**src/rtl/comma_align_pkg.sv**
```systemverilog
package comma_align_pkg;
  parameter int unsigned WORD_W   = 10;
  parameter int unsigned NARROW_W = 8;
  parameter int unsigned LONG_L   = 10;
  parameter int unsigned SHORT_L  = 7;

  typedef enum logic {
    CMP_EXACT  = 1'b0,
    CMP_EITHER = 1'b1
  } cmp_mode_e;
endpackage

```
**src/rtl/comma_window_match.sv**
```systemverilog
// Stage 0: forms the two-word window and tests every offset in one cycle.
module comma_window_match
  import comma_align_pkg::*;
#(
  parameter int unsigned W  = WORD_W,
  parameter int unsigned NW = NARROW_W,
  parameter int unsigned LL = LONG_L,
  parameter int unsigned LS = SHORT_L,
  localparam int unsigned WIN = 2 * W
) (
  input  logic           clk,
  input  logic           rst,
  input  logic [W-1:0]   data_in,
  input  logic [LL-1:0]  pattern,
  input  logic           pat_long,
  input  logic           wide_mode,
  input  logic           match_either,
  output logic [WIN-1:0] win_q,
  output logic [W-1:0]   match_q,
  output logic           wide_q
);
  logic [W-1:0]      hist_q;
  logic [WIN-1:0]    win_c;
  logic [WIN+LL-1:0] win_ext;
  logic [W-1:0]      hit_c;
  cmp_mode_e         mode;

  assign mode = cmp_mode_e'(match_either);

  always_comb begin
    if (wide_mode) win_c = {data_in, hist_q};
    else           win_c = {{(WIN-2*NW){1'b0}}, data_in[NW-1:0], hist_q[NW-1:0]};
  end

  assign win_ext = {{LL{1'b0}}, win_c};

  for (genvar k = 0; k < W; k++) begin : g_pos
    localparam bit FIT_WL = (k + LL <= 2 * W);
    localparam bit FIT_WS = (k + LS <= 2 * W);
    localparam bit FIT_NL = (k < NW) && (k + LL <= 2 * NW);
    localparam bit FIT_NS = (k < NW) && (k + LS <= 2 * NW);
    logic [LL-1:0] cand;
    logic fit, same, inv;
    assign cand = win_ext[k +: LL];
    always_comb begin
      if (wide_mode) fit = pat_long ? FIT_WL : FIT_WS;
      else           fit = pat_long ? FIT_NL : FIT_NS;
      if (pat_long) begin
        same = (cand == pattern);
        inv  = (cand == ~pattern);
      end else begin
        same = (cand[LS-1:0] == pattern[LS-1:0]);
        inv  = (cand[LS-1:0] == ~pattern[LS-1:0]);
      end
    end
    assign hit_c[k] = fit && (same || ((mode == CMP_EITHER) && inv));
  end

  always_ff @(posedge clk) begin
    if (rst) begin
      hist_q  <= '0;
      win_q   <= '0;
      match_q <= '0;
      wide_q  <= 1'b1;
    end else begin
      hist_q  <= data_in;
      win_q   <= win_c;
      match_q <= hit_c;
      wide_q  <= wide_mode;
    end
  end

  AST_NARROW_NO_HIGH_HIT: assert property (@(posedge clk) disable iff (rst)
    !wide_q |-> ((match_q >> NW) == '0));
endmodule

```
**src/rtl/comma_first_hit.sv**
```systemverilog
// Lowest-position priority pick over the match vector.
module comma_first_hit #(
  parameter int unsigned W = comma_align_pkg::WORD_W,
  localparam int unsigned OW = $clog2(W)
) (
  input  logic [W-1:0]  vec,
  output logic          any,
  output logic [OW-1:0] idx
);
  always_comb begin
    any = |vec;
    idx = '0;
    for (int i = W - 1; i >= 0; i--) begin
      if (vec[i]) idx = OW'(i);
    end
  end
endmodule

```
**src/rtl/comma_align_ctrl.sv**
```systemverilog
// Stage 1: lock control and the barrel shift onto the held boundary.
module comma_align_ctrl #(
  parameter int unsigned W  = comma_align_pkg::WORD_W,
  parameter int unsigned NW = comma_align_pkg::NARROW_W,
  localparam int unsigned OW = $clog2(W)
) (
  input  logic          clk,
  input  logic          rst,
  input  logic [2*W-1:0] win_q,
  input  logic [W-1:0]  match_q,
  input  logic          wide_q,
  input  logic          any,
  input  logic [OW-1:0] first_idx,
  input  logic          resync,
  output logic [W-1:0]  aligned_q,
  output logic          hit_q,
  output logic          sync_q,
  output logic [OW-1:0] off_q
);
  logic          lock_now;
  logic [OW-1:0] eff;
  logic [W-1:0]  sh;
  logic [W-1:0]  aligned_n;

  assign lock_now = !sync_q && any && !resync;
  assign eff      = lock_now ? first_idx : off_q;
  assign sh       = W'(win_q >> eff);

  always_comb begin
    if (wide_q) aligned_n = sh;
    else        aligned_n = {{(W-NW){1'b0}}, sh[NW-1:0]};
  end

  always_ff @(posedge clk) begin
    if (rst) begin
      aligned_q <= '0;
      hit_q     <= 1'b0;
      sync_q    <= 1'b0;
      off_q     <= '0;
    end else begin
      aligned_q <= aligned_n;
      hit_q     <= match_q[eff];
      if (resync) begin
        sync_q <= 1'b0;
      end else if (lock_now) begin
        sync_q <= 1'b1;
        off_q  <= first_idx;
      end
    end
  end

  AST_LOCK_STABLE: assert property (@(posedge clk) disable iff (rst)
    (sync_q && !resync) |=> (sync_q && $stable(off_q)));
  AST_RESYNC_DROP: assert property (@(posedge clk) disable iff (rst)
    resync |=> (!sync_q && $stable(off_q)));
  AST_LOCK_SHOWS_HIT: assert property (@(posedge clk) disable iff (rst)
    $rose(sync_q) |-> hit_q);
  AST_OFF_IN_WORD: assert property (@(posedge clk) disable iff (rst)
    sync_q |-> (32'(off_q) < W));
endmodule

```
**src/rtl/comma_word_aligner.sv**
```systemverilog
module comma_word_aligner #(
  parameter int unsigned W  = comma_align_pkg::WORD_W,
  parameter int unsigned NW = comma_align_pkg::NARROW_W,
  parameter int unsigned LL = comma_align_pkg::LONG_L,
  parameter int unsigned LS = comma_align_pkg::SHORT_L,
  localparam int unsigned OW = $clog2(W)
) (
  input  logic          clk,
  input  logic          rst,
  input  logic [W-1:0]  data_in,
  input  logic [LL-1:0] pattern,
  input  logic          pat_long,
  input  logic          wide_mode,
  input  logic          match_either,
  input  logic          resync,
  output logic [W-1:0]  aligned_out,
  output logic          pattern_hit,
  output logic          sync_ok,
  output logic [OW-1:0] slip_offset
);
  logic [2*W-1:0] win_q;
  logic [W-1:0]   match_q;
  logic           wide_q;
  logic           any;
  logic [OW-1:0]  first_idx;

  comma_window_match #(.W(W), .NW(NW), .LL(LL), .LS(LS)) u_match (
    .clk(clk), .rst(rst), .data_in(data_in), .pattern(pattern),
    .pat_long(pat_long), .wide_mode(wide_mode), .match_either(match_either),
    .win_q(win_q), .match_q(match_q), .wide_q(wide_q)
  );

  comma_first_hit #(.W(W)) u_pick (
    .vec(match_q), .any(any), .idx(first_idx)
  );

  comma_align_ctrl #(.W(W), .NW(NW)) u_ctrl (
    .clk(clk), .rst(rst), .win_q(win_q), .match_q(match_q), .wide_q(wide_q),
    .any(any), .first_idx(first_idx), .resync(resync),
    .aligned_q(aligned_out), .hit_q(pattern_hit), .sync_q(sync_ok),
    .off_q(slip_offset)
  );

  function automatic logic [W-1:0] low_mask(input logic lng, input logic wde);
    logic [W-1:0] m;
    for (int i = 0; i < W; i++) begin
      m[i] = (i < int'(lng ? LL : LS)) && (i < int'(wde ? W : NW));
    end
    return m;
  endfunction

  AST_HIT_AT_LSB: assert property (@(posedge clk) disable iff (rst)
    pattern_hit |->
      ((((aligned_out ^ W'($past(pattern, 2))) &
         low_mask($past(pat_long, 2), $past(wide_mode, 2))) == '0) ||
       ($past(match_either, 2) &&
        (((aligned_out ^ ~W'($past(pattern, 2))) &
          low_mask($past(pat_long, 2), $past(wide_mode, 2))) == '0))));
endmodule

```
**config.mk**
```make
export PLATFORM = sky130hd
export DESIGN_NAME = comma_word_aligner
export DESIGN_NICKNAME = d
export VERILOG_FILES = /design/src/rtl/comma_align_pkg.sv /design/src/rtl/comma_window_match.sv /design/src/rtl/comma_first_hit.sv /design/src/rtl/comma_align_ctrl.sv /design/src/rtl/comma_word_aligner.sv
export SDC_FILE = /design/constraint.sdc
export NUM_CORES = 1
export LEC_CHECK = 0
export ABC_AREA = 1
export BUFFER_PORTS_ARGS = -buffer_cell sky130_fd_sc_hd__buf_2
export CAP_MARGIN = 5
export CORE_ASPECT_RATIO = 2
export CORE_MARGIN = 2
export CORE_UTILIZATION = 60
export DETAILED_ROUTE_END_ITERATION = 10
export PLACE_DENSITY = 0.78
export SYNTH_ARGS = -nofsm -noshare
export SYNTH_HDL_FRONTEND = slang
export SYNTH_SLANG_ARGS = --single-unit
```
**constraint.sdc**
```tcl
create_clock -name clk -period 2.07 [get_ports clk]
set_input_delay 0.207 -clock clk [delete_from_list [all_inputs] [get_ports clk]]
set_output_delay 0.207 -clock clk [all_outputs]
set_load 0.02 [all_outputs]
```
Word level (Yosys, flattened, before mapping):

Index checks and enable logic that the tools add are counted.

* flip-flop bits (word level): 57
* logic and storage cells: 124

* $lt $le $gt $ge: 1
* eq/ne operators: 40
* shift operators: 1
* muxes and demuxes: 37
* bitwise logic cells: 4
* reduce and logical (&&, ||, !) cells: 31

Operators with widths (count)
* equality test 10 bit: 20
* equality test 7 bit: 20
* 2-to-1 mux 4 bit: 11
* 2-to-1 mux 1 bit: 24
* right shift 20 x 4 -> 10 bit: 1
* 2-to-1 mux 19 bit: 1
* logical AND 1 bit: 15
* logical OR 1 bit: 10
* NOT 10 bit: 1
* OR reduction 10 bit: 1
* NOT 7 bit: 1
* OR reduction 2 bit: 3
* < comparator 4 x 5 -> 1 bit, second input constant: 1
* binary-select mux 1 bit (select 4 bit): 1
* logical NOT 1 bit: 2
* NOT 1 bit: 2

Longest topological paths before layout:

Gate-level depths: netlist of run 1.

* depth after elaboration: 13
* gate-level depth with buffers: 19
* depth with buffers taken out: 18

By module:

Synthesis of run 1 repeated with hierarchy kept, for this count alone.

* cell total of the unflattened synthesis: 987
* area, all modules: 5444.0 um2

Modules (own cells, without submodules)
* comma_window_match: times used 1, cells an instance 705, area each 3777.4 um2, sequential area each 820.8 um2
* comma_align_ctrl: times used 1, cells an instance 254, area each 1544.0 um2, sequential area each 320.3 um2
* comma_first_hit: times used 1, cells an instance 28, area each 122.6 um2, sequential area each 0.0 um2

Worst setup path after synthesis of run 1:

Ideal clock, no wire load.

* path kind: reg-to-reg
* start: register u_match.match_q[8]
* end: register u_ctrl.aligned_q[4]
* setup time: 131 ps
* arrival time: 1567 ps
* required time: 1939 ps
* setup slack: 372 ps
* cell stages (with the launch flop): 13
* buffers on the path: 2
* clock period less this slack: 1698 ps
* cell sequence: dfxtp_1 > nor2_2 > nand4_2 > o21ai_4 > nor2_2 > nand2_2 > buf_6 > buf_12 > nand3_1 > nand3_1 > nand3_1 > nand3_1 > a21oi_2

* longest elaborated chain between the ends: 11
* elaborated cells between the ends (all ways): 14
* classes of those cells: shift (1); mux (10); reduce/logical (3)

RTL lines
* start, declared: RTL line comma_window_match.sv:19 `output logic [W-1:0] match_q,`
* start signal, assigned: RTL line comma_window_match.sv:68 `match_q <= hit_c;`
* 2-to-1 mux 4 bit (9 in a row): RTL line comma_first_hit.sv:14 `if (vec[i]) idx = OW'(i);`
* 2-to-1 mux 4 bit *: RTL line comma_align_ctrl.sv:26 `assign eff = lock_now ? first_idx : off_q;`
* right shift 20 x 4 -> 10 bit *: RTL line comma_align_ctrl.sv:27 `assign sh = W'(win_q >> eff);`
* end signal, assigned: RTL line comma_align_ctrl.sv:41 `aligned_q <= aligned_n;`
* end, declared: RTL line comma_align_ctrl.sv:15 `output logic [W-1:0] aligned_q,`

Every way passes the cells marked *; elsewhere a longest branch is shown, timed or not.
A chain may end at the register's enable or synchronous reset.

Final worst setup path of run 1:

* start: register u_match.match_q[6]
* end: register u_ctrl.aligned_q[4]

* longest elaborated chain between the ends: 9
* elaborated cells between the ends (all ways): 12
* classes of those cells: shift (1); mux (8); reduce/logical (3)

RTL lines (RTL line)
* 2-to-1 mux 4 bit (7 in a row): comma_first_hit.sv:14
* 2-to-1 mux 4 bit *: comma_align_ctrl.sv:26
* right shift 20 x 4 -> 10 bit *: comma_align_ctrl.sv:27

Marks and branches as above.

==> metrics, run 1 <==
Wirelength per Cell=17.84 um; Tightest Hold Check Type=in2reg; flop2flop setup slack=0.002 ns; Tcrit/Tclk final=~100%; crit path capture type=flip-flop; Ports=42; critical path data required time=2.27 ns; status=completed; worst setup path start=u_match.match_q[6]; layout cell share with drive strength beyond 1=21.97%; CP Launch Type=flip-flop; Reg-to-Reg Start=u_match.match_q[6]; Worst-path clk slew=0.05 ns; Avg Cell Area, Syn=about 7 um2; Area Growth Syn to Fin=20.30%; #FFs+latches synth=57; 1st-iter DRT viols=474; CTS tree=yes; RSZ-0062 raised after global routing=true; DP HPWL=10050 um; Pleak=2.509 nW; Non-Filler Instances=between 700 and 800; Vert. Die Dim=125.2 um; crit path max fanout=20; Max-slew headroom=50.43%; hold buffer count at cts=0; post-synth cell types=43; number of global-route vias before repair=approximately 4600; drt pass-1 iters=7; total track usage=34.19%; die span in x=64.61 um; Clock Tree Buf Depth=2; DR DRC count=0; Clock Sinks=57; Mapped Nets=660; Finish-stage setup viols=0; TNS Setup=0 ns; Clock Latency Late Sink=~0.34 ns; Synth Cell Area=roughly 0.0044 mm2; Fin. Hold Viols=0; Final Wtd Congestion=1.043; ANT nets after route=0; Cell Rows=44; Inserted Diodes=0; H-tree levels=3; I/O Buffers=41; critical path arrival=2.27 ns; fin. max-slew vios=0; worst reg2reg path endpoint=u_ctrl.aligned_q[4]; Cells after Synth=~630; worst r2r path cells=12; yosys warns=0; largest net degree at the start of global routing=33; Worst Setup EP=u_ctrl.aligned_q[4]; sequential fraction of the synthesis area=25.89%; core box area=between 0.007 and 0.008 mm2; Max Clock Freq=483.6 MHz; initial antenna violation count=0; minimum clock period=2.068 ns; routed via count=4765; clk_skew=0.009909 ns; first-pass GRT wire length=21250 um; die area=0.008090 mm2; Worst-Margin Slew=0.7358 ns; max_cap viols=0; Worst VDD drop=0.5645 mV; # placed instances=~760; Nets=713; crit path kind=reg2reg; clk root buf=clkbuf_16; pwr/cell area=about 660 mW/mm2; total CTS buffers=9; vias per cell=6.078; Routed WL=13980 um; grt ovf=0; initial core utilization=61.12%
[routing by layer]
| metal | track usage (%) | vias to the layer above | share of wire, % |
|---|---|---|---|
| li1 | - | 2187 | - |
| met1 | 32.11 | 2201 | 32 |
| met2 | 61.21 | 262 | 52 |
| met3 | 5.126 | 115 | 5.3 |
| met4 | 30.54 | 0 | 10 |
| met5 | 0 | - | 0 |
[cell type report]
class                           instances  area [um2]
Inverter                               64       256.5
Timing Repair Buffer                   81       550.5
Clock inverter                          2       60.06
Clock buffer                           14       264.0
Multi-Input combinational cell        474        2912
Sequential cell                        57        1145
Fill cell                             602        1909
Tap cell                               92       115.1
[critical path: stages (launching register included)]
cell	delay, ns
dfxtp_1	0.35
nor2_4	0.18
nand4_4	0.10
o21ai_4	0.25
buf_4	0.17
nand2_4	0.09
buf_8	0.19
nand3_1	0.14
nand3_2	0.11
nand3_1	0.11
nand2_1	0.09
inv_1	0.09
a21oi_2	0.05
[how the worst min path moves through the flow]
| stage | from | endpoint | slack (ns) | cells after the start |
|---|---|---|---|---|
| global route | data_in[8] | u_match.hist_q[8] | 0.12 | 3 |
| floorplan | rst | u_ctrl.off_q[3] | 0.30 | 1 |
| finish | data_in[8] | u_match.hist_q[8] | 0.09 | 3 |
| global placement | data_in[8] | u_match.hist_q[8] | 0.43 | 3 |
| CTS | data_in[8] | u_match.hist_q[8] | 0.09 | 3 |
| detailed placement | data_in[8] | u_match.hist_q[8] | 0.44 | 3 |
[where the power goes]
| group | total (W) | switching [W] | internal [W] |
|---|---|---|---|
| clock | 0.00163 | 0.000510 | 0.00112 |
| sequential | 0.00117 | 0.0000307 | 0.00114 |
| combinational | 0.000710 | 0.000453 | 0.000258 |
[sequential cells by signal (all words and copies together) (netlist names)]
| signal | count |
|---|---|
| u_match.win_q | 20 |
| u_ctrl.aligned_q | 10 |
| u_match.hist_q | 10 |
| u_match.match_q | 10 |
| u_ctrl.off_q | 4 |
| u_ctrl.hit_q | 1 |
| u_ctrl.sync_q | 1 |
| u_match.wide_q | 1 |
[kinds of logic (layout without fill, tap and decap cells)]
family	Yosys count	in the layout	share of synthesized area [%]
AO/OA/AOI/OAI	52	52	8.090
XOR/XNOR	100	100	19.87
buffers and inverters	104	161	11.18
flip-flops	57	57	25.89
AND/OR/NAND/NOR	321	322	34.97
[stage by stage]
stage / util, % / cell area, um2 / hold slack [ns] / worst slack (ns) / power (W)
after floorplan: - / 4408 / 0.3026 / 0.3718 / 0.001680
after global placement: 65.32 / 4711 / 0.4343 / 0.05171 / 0.001852
after detailed placement: 65.32 / 4711 / 0.4385 / 0.05738 / 0.001869
after CTS: 69.81 / 5035 / 0.08991 / 0.04736 / 0.003478
after global routing: 73.53 / 5303 / 0.1199 / -0.06912 / 0.003638
final: 73.53 / 5303 / 0.08966 / 0.002130 / 0.003511
[synth_stat cells (all sizes together)]
cell     instances  area (um2)
nand4           13       102.6
o21ai           17       118.9
nand3          119       620.6
dfxtp           57        1141
xnor2           11       96.34
nor3            16       85.08
a21oi           19       106.4
and3             1       6.260
o31ai            4       30.03
o2111ai          3       26.28
nor4b            1       8.760
clkbuf          12       46.29
or2              1       6.260
a31oi            2       12.51
o211ai           5       37.54
buf             28       204.0
nor2            57       229.0
a22oi            2       25.02
xor2            89       779.5
nand3b           1       7.510
nand2          101       406.6
nand2b           1       6.260
inv             64       242.7
nor4            10       62.56
[timing repair]
item	in CTS	in global routing
resized for setup	0	44
buffers inserted	0	9
setup endpoints to repair	0	11
[cells in the final DEF (no fill, tap or decap), types with 3 or more instances in the layout]
| cell | Yosys | layout |
|---|---|---|
| a21oi_1 | 16 | 14 |
| a21oi_2 | 3 | 5 |
| buf_12 | 1 | 3 |
| buf_2 | 15 | 41 |
| buf_4 | 3 | 36 |
| clkbuf_1 | 11 | 3 |
| clkbuf_16 | 0 | 9 |
| dfxtp_1 | 57 | 54 |
| dfxtp_2 | 0 | 3 |
| inv_1 | 60 | 60 |
| inv_2 | 3 | 3 |
| nand2_1 | 94 | 93 |
| nand2_2 | 5 | 4 |
| nand2_4 | 2 | 3 |
| nand3_1 | 114 | 99 |
| nand3_2 | 5 | 20 |
| nand4_1 | 11 | 11 |
| nor2_1 | 53 | 53 |
| nor3_1 | 15 | 15 |
| nor4_1 | 10 | 10 |
| o2111ai_1 | 3 | 3 |
| o211ai_1 | 5 | 5 |
| o21ai_0 | 8 | 7 |
| o21ai_1 | 2 | 3 |
| o21ai_2 | 6 | 6 |
| o31ai_1 | 4 | 4 |
| xnor2_1 | 11 | 11 |
| xor2_1 | 89 | 89 |
No activity file was read; power rests on OpenSTA's default activity.
==> run 2: changes to the inputs <==
--- a/config.mk
+++ b/config.mk
@@ -9,7 +9,7 @@
 export BUFFER_PORTS_ARGS = -buffer_cell sky130_fd_sc_hd__buf_2
 export CAP_MARGIN = 5
 export CORE_ASPECT_RATIO = 2
-export CORE_MARGIN = 2
+export CORE_MARGIN = 4
 export CORE_UTILIZATION = 60
 export DETAILED_ROUTE_END_ITERATION = 10
 export PLACE_DENSITY = 0.78
==> run 2 against run 1 <==
Against the previous run:
- maximum frequency rose by 1.6%
- global-route usage down 1.6 points
- clock-buffer cell count down 5
- flip-flop and latch count stayed put
- critical path type unchanged
- critical endpoint is now u_ctrl.aligned_q[6]
- largest cell class unchanged
- highest routed layer unchanged
==> metrics, run 2 (synthesized netlist as in run 1, its figures left out) <==
critical path data required time=2.25 ns; critical path arrival=2.22 ns; largest register by flop count=u_match.win_q; Pleak=2.415 nW; Area Growth Syn to Fin=17.00%; Clock Latency Late Sink=0.33 ns; drt pass-1 iters=5; Place WS=-0.01228 ns; Worst Hold End=u_match.hist_q[2]; CP Launch Type=flip-flop; Routed WL=13880 um; Bufs and invs on worst path=1; H-tree levels=3; commonest non-fill, non-tap cell in the layout=nand3_1; DP HPWL=approximately 10000 um; worst r2r path cells=11; Finish-stage setup viols=0; Tightest Hold Check Type=in2reg; largest net degree at the start of global routing=33; Tcrit/Tclk final=98.37%; flop2flop setup slack=0.03 ns; crit path max fanout=10; initial core utilization=61.12%; Clock Sinks=57; Reg-to-Reg Start=u_match.match_q[6]; Ports=42; clk_skew=0.008273 ns; Max-slew headroom=between 40% and 50%; vias per cell=6.070; routed via count=around 4700; DR DRC count=0; status=completed; area of the multi-input gates=roughly 0.0029 mm2; total CTS buffers=9; Worst-Margin Slew=approximately 0.76 ns; CP top delay family=simple AND/OR/NAND/NOR gates; register area=0.001144 mm2; core box area=slightly above 0.007 mm2; die area=around 0.0089 mm2; min-delay src=data_in[2]; Vert. Die Dim=129.2 um; cell at the slowest stage of the critical path=dfxtp_1; grt ovf=0; Non-Filler Instances=approximately 770; I/O Buffers=41; Core Util, Final=a little under three quarters; Nets=697; fin. max-slew vios=0; layout cell share with drive strength beyond 1=19.82%; TNS Setup=0 ns; ANT nets after route=0; hold buffer count at cts=0; Clock Tree Buf Depth=2; 1st-iter DRT viols=380; commonest non-fill, non-tap cells in the layout=105 x nand3_1, 92 x nand2_1, 89 x xor2_1; first-pass GRT wire length=~22000 um; # placed instances=749; number of global-route vias before repair=4570; Setup WS post-layout=0.03383 ns; Cell Rows=44; max reg flops=20; crit path kind=reg2reg; CP cell instances=nor2_4 -> nand4_2 -> o21ai_4 -> nor2_2 -> nand2_4 -> buf_12 -> nand3_1 -> nand3_1 -> nand3_2 -> nand3_2 -> a21oi_1; CTS tree=yes; minimum clock period=2.036 ns; Worst-path clk slew=0.06 ns; FILL cells=625; pwr/cell area=693.4 mW/mm2; crit path capture type=flip-flop; Inserted Diodes=0; total track usage=32.61%; clk root buf=clkbuf_16; CP max stage delay=around 0.36 ns; Wirelength per Cell=~18 um; initial antenna violation count=0; Hold Path Depth=3; Final Wtd Congestion=0.9671; max_cap viols=0; worst reg2reg path endpoint=u_ctrl.aligned_q[6]; Fin. Hold Viols=0; Max Clock Freq=491.1 MHz; RSZ-0062 raised after global routing=true; die span in x=68.61 um; Worst VDD drop=0.5388 mV
==> run 2: cell count changes in the layout (fill, tap and decap cells not counted), sizes merged <==
cell,before,now
clkinv,0,3
clkinvlp,0,2
inv,64,63
clkbuf,14,10
buf,81,64
bufinv,2,3
==> run 2: metrics by stage <==
step	hold WS [ns]	area [um2]	power, W
finish	0.1058	5157	0.003576
global route	0.1292	5157	0.003700
CTS	0.1026	5019	0.003561
detailed placement	0.4372	4643	0.001851
global placement	0.4332	4643	0.001828
floorplan	0.3026	4408	0.001680
==> run 2: how the worst max path moves through the flow <==
stage / startpoint / endpoint / cells after the start
after floorplan: u_match.match_q[8] / u_ctrl.aligned_q[4] / 12
after global placement: u_match.match_q[8] / u_ctrl.aligned_q[6] / 11
after detailed placement: u_match.match_q[8] / u_ctrl.aligned_q[9] / 12
after CTS: u_match.match_q[8] / u_ctrl.aligned_q[9] / 12
after global routing: u_match.match_q[6] / u_ctrl.aligned_q[2] / 13
final: u_match.match_q[6] / u_ctrl.aligned_q[6] / 11
==> run 2: metal layers <==
layer / GRT usage, % / vias up / wire (um)
li1: - / 2156 / -
met1: 31.97 / 2152 / 4510
met2: 57.35 / 258 / 7439
met3: 5.637 / 96 / 775
met4: 25.09 / 0 / 1154
met5: 0 / - / 0
==> run 2: cell type report <==
class                   count  area share, %
clock buffers               9          4.367
clock inverters             7          2.305
inverters                  64          4.901
multi-input cells         474          55.68
flip-flops and latches     57          22.17
well taps                  92          2.232
repair buffers             65          8.345
==> run 2: what timing repair did <==
action,in CTS,in global routing
endpoints found under the setup margin,2,11
resized for setup,7,24
gates cloned,0,2
pin swaps,1,5
buffers inserted,0,1
==> run 2: power breakdown <==
part,switching (W),internal [W],total [W]
logic,0.000447,0.000241,0.000689
clock network,0.000540,0.00117,0.00171
registers,0.0000336,0.00114,0.00117
==> run 2: worst min-delay path, delay by kind of cell <==
| kind | cells | cell delay, ns |
|---|---|---|
| buffers and inverters | 2 | 0.12 |
| and+or+nand+nor | 1 | 0.07 |
